<file path="src/rtl/idx_data_port.sv">
module idx_data_port #(
  parameter int NPORTS = 4
) (
  input  logic        clk,
  input  logic        rst_n,
  input  logic        h_valid,
  input  logic        h_write,
  input  logic [11:0] h_addr,
  input  logic [31:0] h_wdata,
  output logic        h_ready,
  output logic [31:0] h_rdata,
  input  logic        core_busy,
  output logic        mem_req,
  output logic        mem_we,
  output logic [15:0] mem_addr,
  output logic [31:0] mem_wdata,
  input  logic [31:0] mem_rdata,
  output logic [2:0]  cap_ports
);
  localparam int SLOTS = 4;
  localparam int PW    = $clog2(SLOTS);
  localparam int AWW   = 14;

  logic [AWW-1:0] ad  [SLOTS];
  logic           war [SLOTS];
  logic           rar [SLOTS];
  logic           pend;

  logic [PW-1:0] sel;
  logic          in_win, is_dat, live, data_acc;
  logic [31:0]   idx_val;

  assign sel      = h_addr[2+PW:3];
  assign is_dat   = h_addr[2];
  assign in_win   = (h_addr[11:5] == 7'h0E);
  assign live     = in_win && (int'(sel) < NPORTS);
  assign data_acc = h_valid && live && is_dat;

  assign mem_req   = data_acc && !pend && !core_busy;
  assign mem_we    = h_write;
  assign mem_addr  = {ad[sel], 2'b00};
  assign mem_wdata = h_wdata;
  assign cap_ports = 3'(NPORTS);

  assign h_ready = h_valid && (!data_acc || pend || (mem_req && h_write));
  assign idx_val = {6'b0, rar[sel], war[sel], 8'b0, ad[sel], 2'b00};

  always_comb begin
    if (pend)                           h_rdata = mem_rdata;
    else if (live && !is_dat && h_valid) h_rdata = idx_val;
    else                                h_rdata = '0;
  end

  always_ff @(posedge clk or negedge rst_n)
    if (!rst_n) pend <= 1'b0;
    else        pend <= mem_req && !h_write;

  for (genvar p = 0; p < SLOTS; p++) begin : g_pair
    logic mine;
    assign mine = live && (sel == PW'(p)) && h_valid;
    always_ff @(posedge clk or negedge rst_n)
      if (!rst_n) begin
        ad[p]  <= '0;
        war[p] <= 1'b0;
        rar[p] <= 1'b0;
      end else if (mine && !is_dat && h_write) begin
        ad[p]  <= h_wdata[15:2];
        war[p] <= h_wdata[24];
        rar[p] <= h_wdata[25];
      end else if (mine && is_dat) begin
        if ((mem_req && h_write && war[p]) || (pend && rar[p]))
          ad[p] <= ad[p] + 1'b1;
      end
  end


  rd_done_chk: assert property (@(posedge clk) disable iff (!rst_n)
    (mem_req && !mem_we && h_valid) |=> (h_ready && !mem_req));


  stall_chk: assert property (@(posedge clk) disable iff (!rst_n)
    (core_busy && data_acc && !pend) |-> (!mem_req && !h_ready));


  wr_step_chk: assert property (@(posedge clk) disable iff (!rst_n)
    (mem_req && mem_we && war[sel]) |=> (ad[$past(sel)] == $past(ad[sel]) + 14'd1));


  rd_step_chk: assert property (@(posedge clk) disable iff (!rst_n)
    (pend && data_acc && rar[sel]) |=> (ad[$past(sel)] == $past(ad[sel]) + 14'd1));


  oor_chk: assert property (@(posedge clk) disable iff (!rst_n)
    (h_valid && in_win && !live) |-> (h_ready && !mem_req && h_rdata == 32'h0));
endmodule

</file>
<file path="config.mk">
export PLATFORM = sky130hd
export DESIGN_NAME = idx_data_port
export DESIGN_NICKNAME = d
export VERILOG_FILES = /design/src/rtl/idx_data_port.sv
export SDC_FILE = /design/constraint.sdc
export NUM_CORES = 1
export LEC_CHECK = 0
export BUFFER_PORTS_ARGS = -buffer_cell sky130_fd_sc_hd__buf_4
export CAP_MARGIN = 20
export CELL_PAD_IN_SITES_DETAIL_PLACEMENT = 0
export CELL_PAD_IN_SITES_GLOBAL_PLACEMENT = 1
export CORE_MARGIN = 5
export CORE_UTILIZATION = 30
export DETAILED_ROUTE_END_ITERATION = 6
export GPL_TIMING_DRIVEN = 0
export PLACE_DENSITY_LB_ADDON = 0.1
export SLEW_MARGIN = 20
export SYNTH_ARGS = -nofsm -noshare
export SYNTH_HDL_FRONTEND = slang
export SYNTH_SLANG_ARGS = --single-unit
</file>
<file path="constraint.sdc">
create_clock -name clk -period 2 [get_ports clk]
set_clock_uncertainty 0.15 [all_clocks]
set_input_delay 0.1 -clock clk [delete_from_list [all_inputs] [get_ports clk]]
set_output_delay 0.1 -clock clk [all_outputs]
set_load 0.05 [all_outputs]
</file>
# After elaboration in Yosys (flattened, before gate mapping)
# Index checks and enable logic that the tools add are counted.
dict set report totals {
  regBits 65
  in_bits 81
  elab_cells 107
}
dict set report op_classes {
  addsub 4
  n_lt_le_gt_ge 1
  eq_ne 4
  muxes 23
  n_bitwise 1
  n_reduce_logical 61
}
# cell count
set op_table {}
lappend op_table {{$mux 14} 14}
lappend op_table {{$add 14x1->14 const B} 4}
lappend op_table {{$logic_and 1x1->1} 37}
lappend op_table {{$mux 32} 1}
lappend op_table {{$bmux 14 s2} 1}
lappend op_table {{$mux 26} 1}
lappend op_table {{$reduce_bool 2->1} 8}
lappend op_table {{$reduce_and 2->1} 4}
lappend op_table {{$eq 7x4->1 const B} 1}
lappend op_table {{$logic_or 1x1->1} 6}
lappend op_table {{$logic_not 1->1} 5}
lappend op_table {{$bmux 1 s2} 2}
lappend op_table {{$eq 2x2->1 const B} 2}
lappend op_table {{$mux 1} 4}
lappend op_table {{$ge 3x3->1 const B} 1}
lappend op_table {{$not 2->3} 1}
lappend op_table {{$eq 2x1->1 const B} 1}
lappend op_table {{$logic_not 2->1} 1}

# Depth between registers and ports, before layout
dict set report logic_depth {
  word_depth 11
  depth_mapped 7
  mapped_depth_nobuf 6
}

# Worst setup path after synthesis
# OpenSTA, ideal clock, no wires.
dict set report synth_timing {
  path_type {input-to-output}
  from {in h_addr[5]}
  to {out mem_req}
  arrival_time_ns 2.055
  t_required_ns 1.750
  slack_ns -0.305
  stages 4
  cell_sequence {nor4b_4 -> nand3_4 -> buf_6 -> nor3_1}
}
dict set report synth_via {
  elab_chain_len 5
}
# element line_no
set synth_rtl {}
lappend synth_rtl {{start: declaration} 8} ;# input logic [11:0] h_addr,
lappend synth_rtl {{$eq 7x4->1} 35} ;# assign in_win = (h_addr[11:5] == 7'h0E);
lappend synth_rtl {{$logic_and 1x1->1 (2 in a row)} 37} ;# assign data_acc = h_valid && live && is_dat;
lappend synth_rtl {{$logic_and 1x1->1 (2 in a row)} 39} ;# assign mem_req = data_acc && !pend && !core_busy;
lappend synth_rtl {{end: declaration} 13} ;# output logic mem_req,
# No other way between the ends.

# Worst setup path after layout
dict set report layout_timing {
  from {reg ad[3] (netlist bit)}
  to {out h_rdata[5]}
}
dict set report layout_via {
  elab_chain_len 5
}
# element line_no
set layout_rtl {}
lappend layout_rtl {{start: declaration} 24} ;# logic [AWW-1:0] ad [SLOTS];
lappend layout_rtl {{start signal: indexed assignment} 67} ;# ad[p] <= h_wdata[15:2];
lappend layout_rtl {{start signal: indexed assignment} 72} ;# ad[p] <= ad[p] + 1'b1;
lappend layout_rtl {{$bmux 14 s2} 46} ;# assign idx_val = {6'b0, rar[sel], war[sel], 8'b0, ad[sel], 2'b00};
lappend layout_rtl {{$mux 14 (not written as such) (2 in a row)} 46}
lappend layout_rtl {{$mux 26} 50} ;# else if (live && !is_dat && h_valid) h_rdata = idx_val;
lappend layout_rtl {{$mux 32} 49} ;# if (pend) h_rdata = mem_rdata;
lappend layout_rtl {{end: declaration} 11} ;# output logic [31:0] h_rdata,
# No other way between the ends. The select of a mux whose other input is x is not followed.

==> metrics <==
cell at the root of the clock tree clkbuf_16; count of nets after finishing a little under 800; number of top-level design ports roughly 170; total of buffers placed on input and output ports around 140; row cnt 46; setup repair after global routing missed its margin true; HPWL after DPL around 13 mm; P per Cell Area a little under 500 mW/mm^2; post-synthesis cell type with the largest combined area dfrtp_1; router iterations before antenna repair 4; CTS sink count 65; largest voltage drop on the vdd net approximately 0.35 mV; Die Height 138 um; post-placement setup slack -552 ps; fmax 506 MHz; vias in the first global route approximately 4,500; Critical Path Sink Type output pin; number of setup violations in the final report 0; Routed wire per std cell roughly 19 um; Worst-Skew Late Latency roughly 330 ps; initial antenna violation count 0; distinct cell type count after synthesis 52; wirelength, routed 17.2 mm; number of fillers in the final layout ~1,700; fraction of synthesized cell area taken by the top area cell type 33.0%; FF+latch area approximately 0.0016 mm^2; Worst Setup Start Kind register; residual overflow from global routing 0; Synth area leaders dfrtp_1, xnor2_1, mux4_2, buf_4, nand2_1; minimum setup slack in the final design between 20 and 25 ps; cell count after synthesis 504; required time of the worst setup path 1750 ps; most frequent cells in the layout buf_4, dfrtp_1, xnor2_1, nand2_1, nor2_1; Die Wd ~140 um; final critical-path required period approximately 2000 ps; endpoint arrival time on the critical path approximately 1700 ps; number of CTS-inserted buffers 9; via count 4,407; hold violation total from the final report 0; antenna fix cells 0; sequential cell area fraction in the yosys report 33.0%; Vias per Instance roughly 4.9; final cycle utilization of the critical path 98.9%; DRC marker count from the first detailed-route iteration 249; number of antenna-violating nets in the routed design 0; initial core utilization 30.8%; Seq cells post-synth 65; CTS max path bufs 2; Synth Warn # 0; maxcap violations 0; worst relative slew slack between 40 and 50%; final core utilization between 40 and 50%; CP Class register to output pin; post-synth design cell area a little under 0.005 mm^2; slew at the pin closest to its max-slew limit 895 ps; final-report max-slew violation count 0; placed instance area 0.00629 mm^2; multi-input combinational cell area 0.00294 mm^2; global-route total usage across every layer 17.6%; global-route wire length before repair about 27 mm; leading cell type in the layout, fill and taps excluded buf_4; maximum number of pins on one net before global-route repair 66; TritonCTS clock tree built; per-instance average area after synthesis 9.77 um^2; register clock-pin slew on the reported worst setup and hold paths about 60 ps; area inside the core boundary between 0.015 and 0.02 mm^2; P&R area growth vs syn 43.2%; share of final-layout standard cells stronger than drive strength 1 between 40% and 50%; maximum fanout along the worst path 5; cell area after layout between 0.007 and 0.008 mm^2; Hold Crit Class primary input to register; outcome completed; cell leakage power 0.00313 uW; Total Die Area 0.0191 mm^2; last weighted congestion value of the routability-driven placer roughly 0.8; total number of H-tree levels 3; setup slack on the worst flop-to-flop path 40 ps; drc violations 0
## path summary, 6_finish.rpt
path,end,from,depth (start not counted)
setup / recovery,h_rdata[5],ad[3]$_DFFE_PN0P_,3
hold reg to reg,rar[1]$_DFFE_PN0P_,rar[1]$_DFFE_PN0P_,1
min in group asynchronous,war[3]$_DFFE_PN0P_,rst_n,2
max in group asynchronous,ad[3]$_DFFE_PN0P_,rst_n,2
setup reg to reg,ad[40]$_DFFE_PN0P_,pend$_DFF_PN0_,6
hold / removal,ad[46]$_DFFE_PN0P_,h_addr[2],5
## layer usage
layer	vias to the layer above	routed length [um]	GRT usage [%]
li1	2134	-	-
met1	2167	7820	24.3
met2	95	8480	29.3
met3	11	737	2.83
met4	0	153	3.74
met5	-	0	0
## sequential cells by signal, summed over array words and instances (netlist names)
signal,cells
rar,4
pend,1
war,4
ad,56
## logic make-up (layout without fill, tap and decap cells)
kind of cell               Yosys count  in the layout  synth area share [%]
DFF                                 65             65                  33.0
AOI/OAI and AO/OA                   79             79                  10.1
other                                2              5                 0.153
xor gates and xnor gates            52             52                  9.25
muxes                               28             28                  9.96
and+or+nand+nor                    199            199                  26.1
buffers and inverters               75            256                  10.4
adders and majority gates            4              4                  1.02
## synth_stat cells, drive strengths merged
cell            n
a22o           16
nand2          47
dfrtp          65
clkdlybuf4s25   1
and3b           2
clkbuf         12
xnor2          49
o211ai          1
mux2            8
nor4           25
buf            55
xor2            3
nor3b           3
and2           22
nand3          16
a22oi           2
mux2i           4
o21ai          30
nor2           32
ha              4
o2111a          1
nor4bb          2
nor2b           4
nand4          13
inv             6
nor3           12
conb            2
mux4           16
dlymetal6s2s    1
nor4b           9
a21oi          28
and4            9
and4b           2
and3            1
o31a            1
## final cells by class
class                   instances  area share, %
flip-flops and latches         65           23.2
inverters                       6          0.320
clock buffers                  11           3.30
clock inverters                 4          0.639
plain buffers                  65           7.08
repair buffers                170           19.9
well taps                     216           3.84
multi-input cells             367           41.8
## stage by stage
stage               hold WS (ps)  power (uW)  std cells  setup TNS, ps
finish                       150        3460        904              0
global placement             146        1910        865         -23150
detailed placement           147        1920        865         -23450
floorplan                   -346        1670        507              0
CTS                         84.1        3500        903              0
global route                 166        3600        904           -328
## where the power goes
group          internal (uW)  switching, uW
Sequential              1330           20.4
Combinational            247            326
Clock                    952            589
Total                   2530            935
## worst max-delay path: stages, from the launching register on
cell	delay [ps]
dfrtp_2	450
mux4_2	520
a22o_1	260
buf_6	160
## what timing repair did
action	in CTS	in global routing
gates resized for setup	25	45
hold endpoints to repair	130	0
pin swaps	2	3
setup endpoints to repair	68	67
hold buffers	19	0
buffers inserted	4	4
gates cloned	0	1
(Power assumes the default switching activity.)
